===== config.mk =====
export PLATFORM = sky130hd
export DESIGN_NAME = phantom_unlock
export DESIGN_NICKNAME = d
export VERILOG_FILES = /design/src/rtl/phx_pkg.sv /design/src/rtl/phx_seq.sv /design/src/rtl/phx_xfer.sv /design/src/rtl/phantom_unlock.sv
export SDC_FILE = /design/constraint.sdc
export NUM_CORES = 1
export LEC_CHECK = 0
export CAP_MARGIN = 40
export CELL_PAD_IN_SITES_DETAIL_PLACEMENT = 1
export CELL_PAD_IN_SITES_GLOBAL_PLACEMENT = 1
export CORE_MARGIN = 2
export CORE_UTILIZATION = 40
export CTS_CLUSTER_SIZE = 24
export DETAILED_ROUTE_END_ITERATION = 8
export DONT_BUFFER_PORTS = 1
export HOLD_SLACK_MARGIN = 0.05
export PLACE_DENSITY = 0.69
export SKIP_CTS_REPAIR_TIMING = 1
export SLEW_MARGIN = 10
export SYNTH_ARGS = -nofsm -noshare
export SYNTH_HDL_FRONTEND = slang
export SYNTH_SLANG_ARGS = --single-unit

===== constraint.sdc =====
create_clock -name clk -period 2.55 [get_ports clk]
set_clock_uncertainty 0.15 [all_clocks]
set_input_delay 0.255 -clock clk [delete_from_list [all_inputs] [get_ports clk]]
set_output_delay 0.255 -clock clk [all_outputs]
set_load 0.005 [all_outputs]

===== src/rtl/phx_pkg.sv =====
package phx_pkg;

    typedef enum logic [1:0] {
        ST_IDLE  = 2'd0,
        ST_MATCH = 2'd1,
        ST_STALL = 2'd2,
        ST_XFER  = 2'd3
    } phx_state_t;

endpackage


===== src/rtl/phx_seq.sv =====
module phx_seq
    import phx_pkg::*;
#(
    parameter int KEY_LEN = 64,
    parameter int XFER_LEN = 64,
    parameter logic [KEY_LEN-1:0] KEY = {2{32'h5CA33AC5}},
    localparam int PTR_W = $clog2(KEY_LEN),
    localparam int CNT_W = $clog2(XFER_LEN)
) (
    input  logic             clk,
    input  logic             rst_n,
    input  logic             cyc_stb,
    input  logic             cyc_wr,
    input  logic             cyc_dq0,
    input  logic             abort_req,
    output phx_state_t       state,
    output logic [CNT_W-1:0] xfer_idx,
    output logic             unlock,
    output logic             step,
    output logic             mem_inhibit
);

    phx_state_t       nxt;
    logic [PTR_W-1:0] ptr, ptr_n;
    logic [CNT_W-1:0] idx_n;

    // state register
    always_ff @(posedge clk) begin
        if (!rst_n) begin
            state    <= ST_IDLE;
            ptr      <= '0;
            xfer_idx <= '0;
        end else begin
            state    <= nxt;
            ptr      <= ptr_n;
            xfer_idx <= idx_n;
        end
    end

    // transitions
    always_comb begin
        nxt    = state;
        ptr_n  = ptr;
        idx_n  = xfer_idx;
        unlock = 1'b0;
        step   = 1'b0;
        unique case (state)
            ST_IDLE, ST_STALL: begin
                if (cyc_stb && !cyc_wr) begin
                    nxt   = ST_MATCH;
                    ptr_n = '0;
                end
            end
            ST_MATCH: begin
                if (cyc_stb) begin
                    if (!cyc_wr) begin
                        ptr_n = '0;
                    end else if (cyc_dq0 == KEY[ptr]) begin
                        if (ptr == PTR_W'(KEY_LEN-1)) begin
                            nxt    = ST_XFER;
                            unlock = 1'b1;
                            idx_n  = '0;
                        end else begin
                            ptr_n = ptr + 1'b1;
                        end
                    end else begin
                        nxt = ST_STALL;
                    end
                end
            end
            ST_XFER: begin
                if (abort_req) begin
                    nxt = ST_IDLE;
                end else if (cyc_stb) begin
                    step = 1'b1;
                    if (xfer_idx == CNT_W'(XFER_LEN-1)) nxt = ST_IDLE;
                    else idx_n = xfer_idx + 1'b1;
                end
            end
            default: nxt = ST_IDLE;
        endcase
    end

    // outputs
    always_comb begin
        mem_inhibit = (state == ST_XFER);
    end


    unlock_src_chk: assert property (@(posedge clk) disable iff (!rst_n)
        (state == ST_XFER && $past(state) != ST_XFER) |->
            $past(state == ST_MATCH && cyc_stb && cyc_wr && ptr == PTR_W'(KEY_LEN-1)));


    rearm_chk: assert property (@(posedge clk) disable iff (!rst_n)
        (cyc_stb && !cyc_wr && state != ST_XFER) |=> (state == ST_MATCH && ptr == '0));


    stall_hold_chk: assert property (@(posedge clk) disable iff (!rst_n)
        (state == ST_STALL && cyc_stb && cyc_wr) |=> (state == ST_STALL));


    abort_idle_chk: assert property (@(posedge clk) disable iff (!rst_n)
        (state == ST_XFER && abort_req) |=> (state == ST_IDLE));

endmodule


===== src/rtl/phx_xfer.sv =====
module phx_xfer #(
    parameter int IMG_W = 64,
    parameter int BYTE_W = 8,
    parameter int MASK_POS = 36,
    localparam int IDX_W = $clog2(IMG_W),
    localparam int BIT_W = $clog2(BYTE_W),
    localparam int REG_W = IDX_W - BIT_W
) (
    input  logic             clk,
    input  logic             rst_n,
    input  logic             unlock,
    input  logic             step,
    input  logic             step_wr,
    input  logic             step_dq0,
    input  logic [IDX_W-1:0] idx,
    input  logic [IMG_W-1:0] tk_image,
    output logic             rd_bit,
    output logic             mask_bit,
    output logic [IMG_W-1:0] wr_image,
    output logic             commit_stb,
    output logic [REG_W-1:0] commit_reg
);

    logic [IMG_W-1:0]  snap;
    logic [BYTE_W-1:0] asm_byte;
    logic [BIT_W-1:0]  bit_pos;
    logic [REG_W-1:0]  reg_sel;

    assign bit_pos  = idx[BIT_W-1:0];
    assign reg_sel  = idx[IDX_W-1:BIT_W];
    assign rd_bit   = snap[idx];
    assign mask_bit = snap[MASK_POS];

    always_ff @(posedge clk) begin
        if (!rst_n) begin
            snap       <= '0;
            asm_byte   <= '0;
            wr_image   <= '0;
            commit_stb <= 1'b0;
            commit_reg <= '0;
        end else begin
            commit_stb <= 1'b0;
            if (unlock) snap <= tk_image;
            if (step) begin
                asm_byte[bit_pos] <= step_wr ? step_dq0 : snap[idx];
                if (step_wr && bit_pos == BIT_W'(BYTE_W-1)) begin
                    commit_stb <= 1'b1;
                    commit_reg <= reg_sel;
                    wr_image[reg_sel*BYTE_W +: BYTE_W] <= {step_dq0, asm_byte[BYTE_W-2:0]};
                end
            end
        end
    end


    commit_src_chk: assert property (@(posedge clk) disable iff (!rst_n)
        commit_stb |-> $past(step && step_wr && bit_pos == BIT_W'(BYTE_W-1)));


    image_hold_chk: assert property (@(posedge clk) disable iff (!rst_n)
        !commit_stb |-> $stable(wr_image));

endmodule


===== src/rtl/phantom_unlock.sv =====
module phantom_unlock
    import phx_pkg::*;
#(
    parameter int IMG_W = 64,
    parameter int BYTE_W = 8,
    parameter int KEY_LEN = 64,
    parameter logic [KEY_LEN-1:0] KEY = {2{32'h5CA33AC5}},
    parameter int MASK_POS = 36,
    localparam int IDX_W = $clog2(IMG_W),
    localparam int REG_W = IDX_W - $clog2(BYTE_W)
) (
    input  logic             clk,
    input  logic             rst_n,
    input  logic             cyc_stb,
    input  logic             cyc_wr,
    input  logic             cyc_dq0,
    input  logic             ext_rst_n,
    input  logic [IMG_W-1:0] tk_image,
    output logic             mem_inhibit,
    output logic             rd_bit,
    output logic [IMG_W-1:0] wr_image,
    output logic             commit_stb,
    output logic [REG_W-1:0] commit_reg
);

    phx_state_t       state;
    logic [IDX_W-1:0] xfer_idx;
    logic             unlock, step, mask_bit, abort_req;

    assign abort_req = !ext_rst_n && !mask_bit;

    phx_seq #(
        .KEY_LEN (KEY_LEN),
        .XFER_LEN(IMG_W),
        .KEY     (KEY)
    ) u_seq (
        .clk        (clk),
        .rst_n      (rst_n),
        .cyc_stb    (cyc_stb),
        .cyc_wr     (cyc_wr),
        .cyc_dq0    (cyc_dq0),
        .abort_req  (abort_req),
        .state      (state),
        .xfer_idx   (xfer_idx),
        .unlock     (unlock),
        .step       (step),
        .mem_inhibit(mem_inhibit)
    );

    phx_xfer #(
        .IMG_W   (IMG_W),
        .BYTE_W  (BYTE_W),
        .MASK_POS(MASK_POS)
    ) u_xfer (
        .clk       (clk),
        .rst_n     (rst_n),
        .unlock    (unlock),
        .step      (step),
        .step_wr   (cyc_wr),
        .step_dq0  (cyc_dq0),
        .idx       (xfer_idx),
        .tk_image  (tk_image),
        .rd_bit    (rd_bit),
        .mask_bit  (mask_bit),
        .wr_image  (wr_image),
        .commit_stb(commit_stb),
        .commit_reg(commit_reg)
    );


    abort_nocommit_chk: assert property (@(posedge clk) disable iff (!rst_n)
        (state == ST_XFER && abort_req) |=> !commit_stb);


    commit_in_xfer_chk: assert property (@(posedge clk) disable iff (!rst_n)
        commit_stb |-> $past(mem_inhibit));

endmodule


# Word level (Yosys, flattened, before mapping)
# Memories as Yosys holds them, arrays and structs flattened. A register that Yosys moved wholly into a read port is not among the register bits.
# Index checks and enable logic that the tools add are counted.
[word_totals] reg_bits=154 romBits=64 elab_cells=96 memories=1
[classes] addsub=3 order_cmp=4 eq_ne=20 n_shift=2 muxes=42 reduce_logical=16
[memory_table] memory="(no name shown)" depth=64 word_bits=1 read_ports=1 rd_clocked_by_memory_dff=1 wr=0 line_no="phx_seq.sv:58" source="end else if (cyc_dq0 == KEY[ptr]) begin"
[ops] cell="$mux 6" n=14
[ops] cell="$bwmux 64" n=1
[ops] cell="$shift 8x34->64 const A" n=1
[ops] cell="$shiftx 8x34->64" n=1
[ops] cell="$neg 6->34" n=1
[ops] cell="$pmux 6 s2" n=2
[ops] cell="$mux 2" n=8
[ops] cell="$lt 6x7->1 const B" n=2
[ops] cell="$mux 1" n=13
[ops] cell="$add 6x1->6 const B" n=2
[ops] cell="$eq 6x6->1 const B" n=2
[ops] cell="$ne 2x2->1 const B" n=5
[ops] cell="$bwmux 8" n=1
[ops] cell="$reduce_and 8->1" n=1
[ops] cell="$bmux 1 s6" n=1
[ops] cell="$ne 2x1->1 const B" n=3
[ops] cell="$ne 3x2->1 const B" n=2
[ops] cell="$ne 3x3->1 const B" n=2
[ops] cell="$pmux 2 s3" n=1
[ops] cell="$reduce_and 6->1" n=1
[ops] cell="$reduce_and 5->1" n=1
[ops] cell="$eq 2x2->1 const B" n=2
[ops] cell="$logic_and 1x1->1" n=4
[ops] cell="$lt 3x4->1 const B" n=1
[ops] cell="11 further kinds" n=15

# Depth between registers and ports, before layout
[depth] word_depth=9 mapped_depth=12 mapped_depth_nobuf=9

# Cells and area by module
# A second synthesis with hierarchy kept.
[hier_totals] cells_unflattened=704 hier_area_um2=6770.2
[modules_own_cells] module="phx_xfer" n_inst=1 cells_each=597 area_per_inst_um2=5881.9
[modules_own_cells] module="phx_seq" n_inst=1 cells_each=106 area_per_inst_um2=884.6
[modules_own_cells] module="phantom_unlock" n_inst=1 cells_each=1 area_per_inst_um2=3.8

# Least setup slack after synthesis
# Ideal clock, no wire load.
[synth_path] path_kind="reg-to-reg" start="reg u_seq.ptr[0]" end="reg with a tool-made name" arrival_time_ns=2.211 required_time_ns=2.328 path_slack_ns=0.117 path_stages_with_launch=9 n_path_buf=1 period_less_slack_ns=2.433 cell_sequence="dfxtp_1 -> ha_1 -> and4_1 -> buf_6 -> a2111oi_4 -> mux2_2 -> mux2_2 -> mux2i_1 -> xnor2_1"
[synth_lines] element="start, declared" line_no="phx_seq.sv:24" source="logic [PTR_W-1:0] ptr, ptr_n;"
[synth_lines] element="start signal, assigned" line_no="phx_seq.sv:35" source="ptr <= ptr_n;"

# Final worst setup path
[layout_path] start="reg u_seq.xfer_idx[0]" end="out rd_bit"
[layout_between] elab_chain_cells=2
[layout_lines] element="start, declared" line_no="phx_seq.sv:17" source="output logic [CNT_W-1:0] xfer_idx,"
[layout_lines] element="start signal, assigned" line_no="phx_seq.sv:36" source="xfer_idx <= idx_n;"
[layout_lines] element="$bmux 1 s6" line_no="phx_xfer.sv:31" source="assign rd_bit = snap[idx];"
[layout_lines] element="$mux 1 (not written as such)" line_no="phx_xfer.sv:31"
[layout_lines] element="end, declared" line_no="phantom_unlock.sv:20" source="output logic rd_bit,"
# No other way between the ends. The select of a mux whose other input is x is not followed.

==> qor.txt <==
DRT Pass-1 Iters -> 4
Register share of total power -> 45.6%
Sequential-to-total area share from yosys stat -> 43.9%
Final period util -> 105%
Relative slew slack -> 55.5%
Switching share of total power -> 22.4%
Achievable frequency -> 0.375 GHz
Failing checks -> negative setup slack
Routed via count divided by cell count -> 5.41
Worst path top cell family by delay -> compound AO/OA/AOI/OAI gates
Share of the synthesized area in the top cell type -> 43.9%
Final routed wire length divided by cell count -> 19.4 µm
I/O pins -> 140
Switching component of the power -> 1180 µW
Maximum number of pins on one net before global-route repair -> 154
Most used flip-flop cell after synthesis -> sky130_fd_sc_hd__dfxtp_1
CTS clk-pin slew, worst paths -> 0.07 ns
Crit path kind -> reg -> out
Top post-synthesis cells by area -> sky130_fd_sc_hd__dfxtp_1 (44%), sky130_fd_sc_hd__a21boi_0 (9.3%), sky130_fd_sc_hd__nand2_1 (8.9%)
Critical Path Source Type -> flip-flop
Number of distinct library cell variants in the gate-level netlist after synthesis -> 66
Clk root buf -> sky130_fd_sc_hd__clkbuf_16
Count of cells along the worst hold path -> 4
Placer Congestion -> 0.770
Antenna violations before repair -> 1
Count of input and output buffers -> 0
Async set or reset register ratio after synthesis -> 0%
Setup slack after placement -> -0.0202 ns
Detailed Route WL -> 20700 µm
Run status -> complete, but fails checks
X dimension of the die -> 137 µm
Hold path startpoint -> cyc_stb
Crit path arrival time -> 2.26 ns
Count of maximum capacitance violations -> 0
Area growth syn-to-layout -> 24.0%
Crit path setup slack, layout -> -0.116 ns
Global-route congestion overflow total -> 0
Synth Area per Inst -> 9.15 µm²
Max Fanout on Critical Path -> 4
Via total after detailed routing -> 5789
Summed instance area of the synthesized netlist -> 0.00703 mm²
Number of levels in the clock H-tree -> 4
Hold-critical path endpoint -> u_xfer.asm_byte[2]$_SDFFE_PN0P_
Transition at the pin with the smallest max-transition slack -> 0.667 ns
Count of mapped cells out of synthesis -> 768
Count of inserted antenna diode cells -> 0
Area leader, netlist -> sky130_fd_sc_hd__dfxtp_1
Setup repair after global routing missed its margin -> yes
Total clock sinks -> 154
Startpoint of the worst register-to-register path -> u_seq.xfer_idx[1]$_SDFFE_PN0P_
Required time at the worst-slack endpoint -> 2.14 ns
Clock latency at the later pin of the worst-skew pair -> 0.43 ns
Final Hold Fails -> 0
Class of the most critical hold timing path -> in -> reg
Number of filler instances in the final layout -> 1918
Area of the die -> 0.0186 mm²
Min Tclk post-route -> 2.67 ns
Fin area -> 0.00872 mm²
Estimated wirelength of the detail-placed design -> 13500 µm
Vias in the first global route -> 5759
EDFF count, synth -> 0
Part of the power in combinational logic -> 4.0%
Iter 0 DRT Violations -> 256
Synth Warn # -> 0
Number of buffers added by the clock tree synthesis step -> 17
#FFs+latches synth -> 154
First-pass GRT wire length -> 30200 µm
Starting density of the core -> 40.8%
R2R setup slack -> 0.11 ns
Nets in the synthesized netlist -> 844
Cell with the most instances after synthesis -> sky130_fd_sc_hd__nand2_1
Registers with the highest flip-flop counts -> u_xfer.snap (64), u_xfer.wr_image (64), u_xfer.asm_byte (7)
Cell Area, Placed -> 0.00727 mm²
Total power density per cell area -> 606 mW/mm²
Crit Reg-Reg Endpoint -> u_xfer.asm_byte[4]$_SDFFE_PN0P_
Top post-synthesis cells by count -> sky130_fd_sc_hd__nand2_1 (167), sky130_fd_sc_hd__dfxtp_1 (154), sky130_fd_sc_hd__a21boi_0 (87), sky130_fd_sc_hd__nor2b_1 (51), sky130_fd_sc_hd__mux2i_1 (50)
Internal power contribution -> 4100 µW
Buffer and inverter count on the worst path -> 1
Element type at the critical path end -> output pin
GRT Total Usage -> 20.9%
Clock tree buffer depth -> 2
Post-route DRC violation count -> 0
Maximum vdd ir drop -> 465 µV
Final Util -> 50.6%
CTS tree -> built
Overall die height -> 137 µm
Slew Viols, Final -> 0
Power share of the clock group -> 50.3%
Setup violators final -> 1
Cells traversed along the worst timing path -> buf_6, mux2_4, a221o_1, o311a_1, o32a_1
Longest individual stage delay on the worst path -> 0.39 ns
Post-layout net count -> 909
Routed Antenna Nets -> 0
Depth of the worst register-to-register path -> 9
Cell with the biggest individual delay on the critical path -> sky130_fd_sc_hd__o32a_1
Number of cell rows -> 48
Core ar. -> 0.0172 mm²
Leakage Power -> 0.00300 µW
Layout cells sized above 1 -> 13.4%
cells in the final DEF, fill, tap and decap left out, types with 3 or more instances in the layout:
cell / n
sky130_fd_sc_hd__a22oi_1: 7
sky130_fd_sc_hd__o41ai_1: 5
sky130_fd_sc_hd__nand3_1: 40
sky130_fd_sc_hd__mux2_2: 9
sky130_fd_sc_hd__xnor2_1: 7
sky130_fd_sc_hd__a21boi_1: 3
sky130_fd_sc_hd__o211ai_1: 4
sky130_fd_sc_hd__nand2_1: 166
sky130_fd_sc_hd__buf_12: 3
sky130_fd_sc_hd__clkbuf_16: 17
sky130_fd_sc_hd__dfxtp_1: 151
sky130_fd_sc_hd__and2_1: 15
sky130_fd_sc_hd__nand4_1: 6
sky130_fd_sc_hd__clkinv_2: 3
sky130_fd_sc_hd__dlygate4sd3_1: 68
sky130_fd_sc_hd__o31ai_1: 3
sky130_fd_sc_hd__inv_1: 7
sky130_fd_sc_hd__a21oi_1: 4
sky130_fd_sc_hd__ha_1: 5
sky130_fd_sc_hd__bufinv_16: 3
sky130_fd_sc_hd__inv_6: 5
sky130_fd_sc_hd__mux2i_1: 49
sky130_fd_sc_hd__mux2_4: 3
sky130_fd_sc_hd__mux4_2: 9
sky130_fd_sc_hd__a21boi_0: 87
sky130_fd_sc_hd__nor3_1: 3
sky130_fd_sc_hd__o21ai_0: 3
sky130_fd_sc_hd__buf_4: 30
sky130_fd_sc_hd__nor2_1: 19
sky130_fd_sc_hd__nor2b_1: 49
sky130_fd_sc_hd__and3_1: 3
power by group through the flow:
| stage | sequential [µW] | combinational (µW) | clock [µW] |
|---|---|---|---|
| detailed placement | 2470 | 87.0 | 0 |
| CTS | 2410 | 88.0 | 2700 |
| floorplan | 2460 | 102 | 0 |
| global route | 2410 | 230 | 2820 |
| finish | 2410 | 214 | 2660 |
| global placement | 2470 | 84.5 | 0 |
layer usage:
metal / vias to the layer above / track usage (%) / share of wire, %
li1: 2773 / - / -
met1: 2840 / 24.5 / 41
met2: 145 / 36.7 / 52
met3: 31 / 5.11 / 5.3
met4: 0 / 7.99 / 1.8
met5: - / 0 / 0
metrics by stage:
step           cells  total power [µW]  hold WS (ns)  TNS [ns]
5_1_grt         1071              5460        0.0500    -0.188
4_1_cts          994              5200        -0.195    -0.363
3_3_place_gp     962              2550         0.252         0
2_1_floorplan    768              2570         0.250         0
6_report        1071              5290       0.00200    -0.116
3_5_place_dp     962              2550         0.262   -0.0202
kinds of logic after synthesis:
logic type,synth area share [%]
AOI/OAI and AO/OA,15.5
xor gates and xnor gates,1.12
adders and majority gates,1.07
buffers and inverters,3.95
DFF,43.9
muxes,12.0
and+or+nand+nor,22.5
worst max-delay path by stage:
stage          depth (start not counted)                            from                              end
6_report                               5  u_seq.xfer_idx[0]$_SDFFE_PN0P_                           rd_bit
5_1_grt                                7  u_seq.xfer_idx[0]$_SDFFE_PN0P_                           rd_bit
4_1_cts                                6  u_seq.xfer_idx[1]$_SDFFE_PN0P_                           rd_bit
3_5_place_dp                           7  u_seq.xfer_idx[1]$_SDFFE_PN0P_  u_xfer.asm_byte[4]$_SDFFE_PN0P_
3_3_place_gp                           7  u_seq.xfer_idx[2]$_SDFFE_PN0P_  u_xfer.asm_byte[5]$_SDFFE_PN0P_
2_1_floorplan                          8       u_seq.ptr[0]$_SDFFE_PN0N_                        flip-flop
cell type report:
class,count,area (µm²),area share (%)
clock inverter,15,189,2.17
multi-input combinational,549,3700,42.4
clock buffer,17,425,4.88
sequential,154,3090,35.4
inverter,8,30.0,0.345
tap,225,282,3.23
timing repair buffer,103,1000,11.5
worst register-to-register path: cells and delay by family (launching register included):
kind	cells	cell delay, ns
AOI/OAI and AO/OA	3	1.03
buffers and inverters	3	0.49
DFF	1	0.34
muxes	1	0.22
and+or+nand+nor	2	0.09
No activity file was read; power rests on OpenSTA's default activity.
